### src/rtl/uart_fifo_pkg.sv
package uart_fifo_pkg;

    localparam int CFG_W = 8;

    // Control word layout, MSB first
    typedef struct packed {
        logic [1:0] trig;
        logic [1:0] spare;
        logic       req_mode;
        logic       tx_clr;
        logic       rx_clr;
        logic       en;
    } fifo_cfg_t;

    typedef enum logic [1:0] {
        TRIG_ONE     = 2'd0,
        TRIG_QUARTER = 2'd1,
        TRIG_HALF    = 2'd2,
        TRIG_NEAR    = 2'd3
    } trig_code_e;

    // Threshold in entries for a code, scaled to the queue depth
    function automatic int trig_entries(input logic [1:0] code, input int depth);
        case (trig_code_e'(code))
            TRIG_ONE:     return 1;
            TRIG_QUARTER: return depth / 4;
            TRIG_HALF:    return depth / 2;
            default:      return depth - 2;
        endcase
    endfunction

endpackage

### src/rtl/uart_fifo_cfg.sv
module uart_fifo_cfg
    import uart_fifo_pkg::*;
(
    input  logic             clk,
    input  logic             rst,
    input  logic             wr,
    input  logic [CFG_W-1:0] wdata,
    output logic             en,
    output logic             req_mode,
    output logic [1:0]       trig,
    output logic             rx_flush,
    output logic             tx_flush
);
    fifo_cfg_t w;
    logic      en_q;
    logic      req_q;
    logic [1:0] trig_q;
    logic      en_change;

    assign w = fifo_cfg_t'(wdata);
    assign en_change = wr && (w.en != en_q);

    // Clear strobes exist only during the write cycle
    assign rx_flush = (wr && w.rx_clr) || en_change;
    assign tx_flush = (wr && w.tx_clr) || en_change;

    always_ff @(posedge clk) begin
        if (rst) begin
            en_q   <= 1'b0;
            req_q  <= 1'b0;
            trig_q <= 2'd0;
        end else if (wr) begin
            en_q   <= w.en;
            req_q  <= w.req_mode;
            trig_q <= w.trig;
        end
    end

    assign en       = en_q;
    assign req_mode = req_q;
    assign trig     = trig_q;
endmodule

### src/rtl/uart_sync_fifo.sv
module uart_sync_fifo #(
    parameter int DEPTH = 16,
    parameter int W     = 8,
    localparam int AW   = $clog2(DEPTH),
    localparam int CW   = $clog2(DEPTH + 1)
) (
    input  logic          clk,
    input  logic          rst,
    input  logic          flush,
    input  logic          single,
    input  logic          push,
    input  logic [W-1:0]  wdata,
    input  logic          pop,
    output logic [W-1:0]  rdata,
    output logic [CW-1:0] count,
    output logic          empty,
    output logic          full,
    output logic          drop
);
    logic [W-1:0]  mem [DEPTH];
    logic [AW-1:0] wr_ptr;
    logic [AW-1:0] rd_ptr;
    logic [CW-1:0] cnt_q;
    logic [CW-1:0] cap;
    logic          do_push;
    logic          do_pop;

    assign cap     = single ? CW'(1) : CW'(DEPTH);
    assign empty   = (cnt_q == '0);
    assign full    = (cnt_q >= cap);
    assign do_pop  = pop && !empty;
    assign do_push = push && !flush && (!full || do_pop);
    assign drop    = push && !flush && !do_push;
    assign count   = cnt_q;
    assign rdata   = empty ? '0 : mem[rd_ptr];

    always_ff @(posedge clk) begin
        if (do_push) begin
            mem[wr_ptr] <= wdata;
        end
    end

    always_ff @(posedge clk) begin
        if (rst || flush) begin
            wr_ptr <= '0;
            rd_ptr <= '0;
            cnt_q  <= '0;
        end else begin
            if (do_push) wr_ptr <= wr_ptr + AW'(1);
            if (do_pop)  rd_ptr <= rd_ptr + AW'(1);
            case ({do_push, do_pop})
                2'b10:   cnt_q <= cnt_q + CW'(1);
                2'b01:   cnt_q <= cnt_q - CW'(1);
                default: cnt_q <= cnt_q;
            endcase
        end
    end
endmodule

### src/rtl/uart_fifo_events.sv
module uart_fifo_events
    import uart_fifo_pkg::*;
#(
    parameter int DEPTH = 16,
    localparam int CW   = $clog2(DEPTH + 1)
) (
    input  logic          en,
    input  logic          req_mode,
    input  logic [1:0]    trig,
    input  logic [CW-1:0] rx_count,
    input  logic          tx_full,
    output logic          rx_level,
    output logic          tx_room,
    output logic          rx_req,
    output logic          tx_req
);
    logic [CW-1:0] thr;

    always_comb begin
        if (en) thr = CW'(trig_entries(trig, DEPTH));
        else    thr = CW'(1);
    end

    assign rx_level = (rx_count >= thr);
    assign tx_room  = !tx_full;
    assign rx_req   = req_mode && rx_level;
    assign tx_req   = req_mode && tx_room;
endmodule

### src/rtl/uart_fifo_ctrl.sv
module uart_fifo_ctrl
    import uart_fifo_pkg::*;
#(
    parameter int DEPTH = 16,
    parameter int W     = 8,
    localparam int CW   = $clog2(DEPTH + 1)
) (
    input  logic             clk,
    input  logic             rst,
    input  logic             cfg_wr,
    input  logic [CFG_W-1:0] cfg_wdata,
    input  logic             rx_char_valid,
    input  logic [W-1:0]     rx_char,
    input  logic             rx_pop,
    output logic [W-1:0]     rx_data,
    output logic [CW-1:0]    rx_count,
    output logic             rx_empty,
    output logic             rx_full,
    output logic             rx_overrun,
    output logic             rx_level,
    output logic             rx_req,
    input  logic             tx_push,
    input  logic [W-1:0]     tx_wdata,
    input  logic             tx_pop,
    output logic [W-1:0]     tx_data,
    output logic [CW-1:0]    tx_count,
    output logic             tx_empty,
    output logic             tx_full,
    output logic             tx_room,
    output logic             tx_req
);
    logic       en;
    logic       req_mode;
    logic [1:0] trig;
    logic       rx_flush;
    logic       tx_flush;
    logic       rx_drop;
    logic       tx_drop;
    logic       ovr_q;

    uart_fifo_cfg u_cfg (
        .clk      (clk),
        .rst      (rst),
        .wr       (cfg_wr),
        .wdata    (cfg_wdata),
        .en       (en),
        .req_mode (req_mode),
        .trig     (trig),
        .rx_flush (rx_flush),
        .tx_flush (tx_flush)
    );

    uart_sync_fifo #(.DEPTH(DEPTH), .W(W)) u_rxq (
        .clk    (clk),
        .rst    (rst),
        .flush  (rx_flush),
        .single (!en),
        .push   (rx_char_valid),
        .wdata  (rx_char),
        .pop    (rx_pop),
        .rdata  (rx_data),
        .count  (rx_count),
        .empty  (rx_empty),
        .full   (rx_full),
        .drop   (rx_drop)
    );

    uart_sync_fifo #(.DEPTH(DEPTH), .W(W)) u_txq (
        .clk    (clk),
        .rst    (rst),
        .flush  (tx_flush),
        .single (!en),
        .push   (tx_push),
        .wdata  (tx_wdata),
        .pop    (tx_pop),
        .rdata  (tx_data),
        .count  (tx_count),
        .empty  (tx_empty),
        .full   (tx_full),
        .drop   (tx_drop)
    );

    uart_fifo_events #(.DEPTH(DEPTH)) u_evt (
        .en       (en),
        .req_mode (req_mode),
        .trig     (trig),
        .rx_count (rx_count),
        .tx_full  (tx_full),
        .rx_level (rx_level),
        .tx_room  (tx_room),
        .rx_req   (rx_req),
        .tx_req   (tx_req)
    );

    // Sticky overrun; a receive flush wins over a new drop
    always_ff @(posedge clk) begin
        if (rst || rx_flush) ovr_q <= 1'b0;
        else if (rx_drop)    ovr_q <= 1'b1;
    end

    assign rx_overrun = ovr_q;
endmodule

### config.mk
export PLATFORM = sky130hd
export DESIGN_NAME = uart_fifo_ctrl
export DESIGN_NICKNAME = d
export VERILOG_FILES = /design/src/rtl/uart_fifo_pkg.sv /design/src/rtl/uart_fifo_cfg.sv /design/src/rtl/uart_sync_fifo.sv /design/src/rtl/uart_fifo_events.sv /design/src/rtl/uart_fifo_ctrl.sv
export SDC_FILE = /design/constraint.sdc
export NUM_CORES = 1
export LEC_CHECK = 0
export BUFFER_PORTS_ARGS = -buffer_cell sky130_fd_sc_hd__buf_2
export CAP_MARGIN = 5
export CELL_PAD_IN_SITES_DETAIL_PLACEMENT = 0
export CELL_PAD_IN_SITES_GLOBAL_PLACEMENT = 1
export CORE_MARGIN = 3
export CORE_UTILIZATION = 45
export CTS_CLUSTER_SIZE = 12
export DETAILED_ROUTE_END_ITERATION = 12
export PLACE_DENSITY_LB_ADDON = 0.1
export SLEW_MARGIN = 20
export SYNTH_ARGS = -nofsm -noshare
export SYNTH_HDL_FRONTEND = slang
export SYNTH_SLANG_ARGS = --single-unit
### constraint.sdc
create_clock -name clk -period 3.2 [get_ports clk]
set_clock_uncertainty 0.05 [all_clocks]
set_input_delay 0.8 -clock clk [delete_from_list [all_inputs] [get_ports clk]]
set_output_delay 0.8 -clock clk [all_outputs]
set_load 0.05 [all_outputs]
### Word level (Yosys, flattened, before mapping)

Memories as Yosys holds them, arrays and structs flattened. A register that Yosys moved wholly into a read port is not among the register bits.
Index checks and enable logic that the tools add are counted.
W data, S select, Z words.

* shift operators: 0
* equal/unequal tests: 7
* reduce and logical (&&, ||, !) cells: 30
* div/mod/pow operators: 0
* $lt $le $gt $ge: 3
* add/sub/neg operators: 8
* bitwise operators: 0
* muxes and demuxes: 15
* $mul: 0

Operator list (count)
* $mux W4: 5
* $pmux W5 S2: 2
* $add A4 B1 Y4 const B: 4
* $mux W8: 2
* $logic_and A1 B1 Y1: 12
* $pmux W4 S3: 1
* $add A5 B1 Y5 const B: 2
* $ge A5 B5 Y1: 2
* $logic_not A5 Y1: 2
* $sub A5 B1 Y5 const B: 2
* $logic_not A1 Y1: 7
* $eq A2 B1 Y1 const B: 3
* $eq A2 B2 Y1 const B: 3
* $logic_or A1 B1 Y1: 6
* $ge A5 B4 Y1: 1
* $mux W5: 1
* $mux W1: 4
* $reduce_bool A2 Y1: 2
* $logic_not A2 Y1: 1
* $ne A1 B1 Y1: 1

* bits of input ports: 31
* bits in writable memories: 256
* bits in read-only memories: 0
* word-level logic and storage cells: 75
* latch bits: 0
* register bits after elaboration: 31
* output and inout bits: 35
* memories: 2

Memory list
* u_rxq.mem: depth 16, width 8, read ports 1, clocked after memory_dff 1, write ports 1, line uart_sync_fifo.sv:20 `logic [W-1:0] mem [DEPTH];`
* u_txq.mem: depth 16, width 8, read ports 1, clocked after memory_dff 1, write ports 1, line uart_sync_fifo.sv:20

### Longest topological paths before layout

* word-level depth: 8
* depth in mapped cells: 11
* mapped depth without buffers: 10

### Hierarchy

Synthesis repeated with hierarchy kept, for this count alone.

* cell total of the unflattened synthesis: 674
* area, all modules: 12155.4 um^2

Modules (own cells, without submodules)
* uart_sync_fifo at u_txq: sequential area each 4184.0 um^2, cells an instance 318, area an instance 5908.2 um^2, times used 1
* uart_sync_fifo at u_rxq: sequential area each 4184.0 um^2, cells an instance 318, area an instance 5906.9 um^2, times used 1
* uart_fifo_cfg: sequential area each 80.1 um^2, cells an instance 16, area an instance 170.2 um^2, times used 1
* uart_fifo_events: sequential area each 0.0 um^2, cells an instance 18, area an instance 132.6 um^2, times used 1
* uart_fifo_ctrl: sequential area each 20.0 um^2, cells an instance 4, area an instance 37.5 um^2, times used 1

### Worst setup path before layout

OpenSTA, ideal clock, no wires.

* kind: register -> output
* from: register u_rxq.cnt_q[1], in the netlist u_rxq.count[1]
* to: output rx_data[0]
* stages on the path, launching flop included: 4
* slack: -0.732 ns
* path buffers: 0
* data required time: 2.350 ns
* arrival time: 3.082 ns
* cell sequence: dfxtp_1 > or3_4 > nor3_1 > nor2b_1

* word-level cells in the longest chain between the ends: 2

RTL lines
* start: declaration: line uart_sync_fifo.sv:23 `logic [CW-1:0] cnt_q;`
* start signal: assignment: line uart_sync_fifo.sv:52 `2'b10: cnt_q <= cnt_q + CW'(1);`
* start signal: assignment: line uart_sync_fifo.sv:53 `2'b01: cnt_q <= cnt_q - CW'(1);`
* start signal: assignment: line uart_sync_fifo.sv:54 `default: cnt_q <= cnt_q;`
* $logic_not A5 Y1: line uart_sync_fifo.sv:29 `assign empty = (cnt_q == '0);`
* net rx_empty: line uart_fifo_ctrl.sv:17 `output logic rx_empty,`
* $mux W8: line uart_sync_fifo.sv:35 `assign rdata = empty ? '0 : mem[rd_ptr];`
* end: declaration: line uart_fifo_ctrl.sv:15 `output logic [W-1:0] rx_data,`

The timed path passes the listed nets, and every way through them passes these cells.

==> out/metrics.cfg <==
[floorplan]
start_util=0.459
rows=59
die_h_um=169
num_io_pins=66
core_area_um2=26100
die_width_um=169
die_area_um2=28700

[synth]
yosys-top-cells-area=edfxtp_1, mux4_2, dfxtp_1
ys_top_cells_by_count=edfxtp_1, mux4_2, nor2_1, dfxtp_1, ha_1
avgSynthCellArea_um2=18.5
ys.flop_type=edfxtp_1
synth_top_area_cell=edfxtp_1
syn_nets=706
synth-seq-area-share=0.705
syn_area_um2=12000
synth_cell_types=45
synth-async-reset-ratio=0
synth-seq-cells=295
postSynthCellCount=649
synth_warnings=0
synth.most_common_cell=edfxtp_1
synth_edf_count=256
yosys.area.top_type_share=0.640

[final_layout]
area_growth_pct=21.2
multiInputGateArea_um2=3510
instances_no_fill=1143
drive_above_1_share=0.370
diodes=0
final_area_um2=14600
regArea_um2=8490
fillCellCount=2055
nNetsFinal=844

[detailed_routing]
drtPass1Iterations=5
drc=0
routed_wl_mm=25.3
first_iter_violations=547
vias=6321
wl_per_cell_um=22.1
via_per_inst=5.53
ant_nets=0

[sta]
min_period_ns=3.35
report.final.slew_viol_count=0
period_share=1.05
setup_violations=16
hold_viol=0
rsz0062_at_grt=yes
fmax_mhz=298
tns_ns=-1.94
slew_headroom=0.625
fin_ws_ns=-0.154
tightest_slew_ns=0.558

[min_path]
hp-class=flip-flop to flip-flop

[critical_path]
critPathRequiredTime_ns=2.35
critPathMaxFanout=8
start_kind=flip-flop
crit_arrival_ns=2.50
crit_path_end_kind=output pin
criticalPathCategory=flip-flop to output pin

[power_and_ir_drop]
p_int_w=0.00686
pwr-share-comb=0.159
p_sw_w=0.00228
power.density_nw_per_um2=627
pwr-share-seq=0.470
pwr-share-clk=0.371
leakage_nw=4.96
sw_frac_of_total=0.249
vdd_ir_drop_max_mv=0.388

[global_routing]
grt_overflow=0
grt_max_degree=33
grt_pass1_wl_mm=39.4
grt_pass1_vias=6877
grt_antenna_before_repair=0
grt.total_usage=0.179

[placed_design]
portBuffers=63
dp_cells=1075
hpwl_mm=15.9
place_area_um2=13100
routabilityCongestion=0.754

[clocking]
clock_latency_ns=0.55
ctsHoldBuffers=0
h-tree-depth=1
cts_buffers=31
cts.sinks=295
tritoncts=yes
clockBufferDepth=3
clk_pin_slew_worst_paths_ns=0.06
cts-root-buf=clkbuf_16

[outcome]
status=complete, but fails checks
failed_checks=negative setup slack

[flow_run]
drv_cap=0

==> critical path, cell delays in order (launching register included) <==
cell	delay (ns)
dfxtp_4	0.44
buf_12	0.17
mux4_2	0.51
mux4_2	0.53
nor2b_4	0.16
buf_6	0.16
==> flip-flops by register name (all words and copies together) (netlist names), named ones only <==
register        count
u_rxq.mem         128
u_txq.mem         128
u_rxq.count         5
u_txq.count         5
u_rxq.rd_ptr        4
u_rxq.wr_ptr        4
u_txq.rd_ptr        4
u_txq.wr_ptr        4
u_cfg.trig          2
rx_overrun          1
u_cfg.en            1
u_cfg.req_mode      1
==> stage by stage <==
| step | setup WS (ns) | total power (W) | util | hold WS [ns] |
|---|---|---|---|---|
| 2_1_floorplan | 0.0159 | 0.00525 | - | 0.412 |
| 3_3_place_gp | 0.238 | 0.00559 | 0.503 | 0.435 |
| 3_5_place_dp | 0.157 | 0.00561 | 0.503 | 0.416 |
| 4_1_cts | -0.222 | 0.00919 | 0.555 | 0.422 |
| 5_1_grt | -0.224 | 0.00949 | 0.557 | 0.441 |
| 6_report | -0.154 | 0.00913 | 0.557 | 0.441 |
==> routing by layer <==
layer | global-route usage | wire length, µm | part of all wire
met2 | 0.292 | 12000 | 0.47
met3 | 0.0289 | 1390 | 0.055
met5 | 0 | 0 | 0
met1 | 0.261 | 11600 | 0.46
met4 | 0.0334 | 325 | 0.013
==> power groups by stage <==
stage / logic [W] / registers, W / clock network, W
detailed placement: 0.00124 / 0.00437 / 0
floorplan: 0.000843 / 0.00440 / 0
finish: 0.00145 / 0.00429 / 0.00339
global placement: 0.00122 / 0.00437 / 0
CTS: 0.00144 / 0.00429 / 0.00346
global route: 0.00156 / 0.00430 / 0.00364
==> cells in the final DEF (no fill, tap or decap), types with 7 or more instances in the layout <==
cell type and instances:
buf_12 7, nor2_1 50, buf_4 59, nor3_2 7, dfxtp_1 32, inv_1 8, a21oi_1 14, clkbuf_16 32
edfxtp_1 256, nor3_1 11, nor2b_4 9, nor2b_1 12, xnor2_1 10, xor2_1 8, nand3_1 9, a21o_1 7
nand2_1 19, mux4_2 80, buf_2 43, ha_1 23, o21ai_0 7, mux2i_1 9, clkbuf_1 9, buf_6 17
==> final cells by class <==
cell class / instances / share of cell area
clock buffer: 44 / 0.0594
clock inverter: 10 / 0.00688
inverter: 13 / 0.00378
multi-input combinational: 314 / 0.241
sequential: 295 / 0.583
tap: 335 / 0.0288
timing repair buffer: 132 / 0.0766
==> cells by family (layout without fill, tap and decap cells) <==
family,after synthesis,in the layout,share of synthesized area
AO/OA/AOI/OAI,44,44,0.0247
flip-flops,295,295,0.705
XOR/XNOR,18,18,0.0131
AND/OR/NAND/NOR,136,136,0.0554
multiplexers,90,90,0.158
adder cells (fa/ha/maj),26,26,0.0283
buffers and inverters,40,199,0.0147
==> final timing paths <==
path                                     from                     endpoint  slack [ns]  depth (start not counted)
setup / recovery                    flip-flop                   rx_data[2]       -0.15                          5
hold / removal        rx_overrun$_SDFFE_PP0P_      rx_overrun$_SDFFE_PP0P_        0.44                          2
setup reg to reg  u_txq.count[2]$_SDFFE_PP0P_  u_txq.count[4]$_SDFFE_PP0P_        0.35                         10
hold reg to reg       rx_overrun$_SDFFE_PP0P_      rx_overrun$_SDFFE_PP0P_        0.44                          2
==> repair_timing <==
item	4_1_cts	5_1_grt
setup endpoints to repair	21	18
gates cloned	4	1
setup buffers	11	0
gates resized for setup	68	19
pin swaps	5	6
Power figures use the tool's default switching activity.
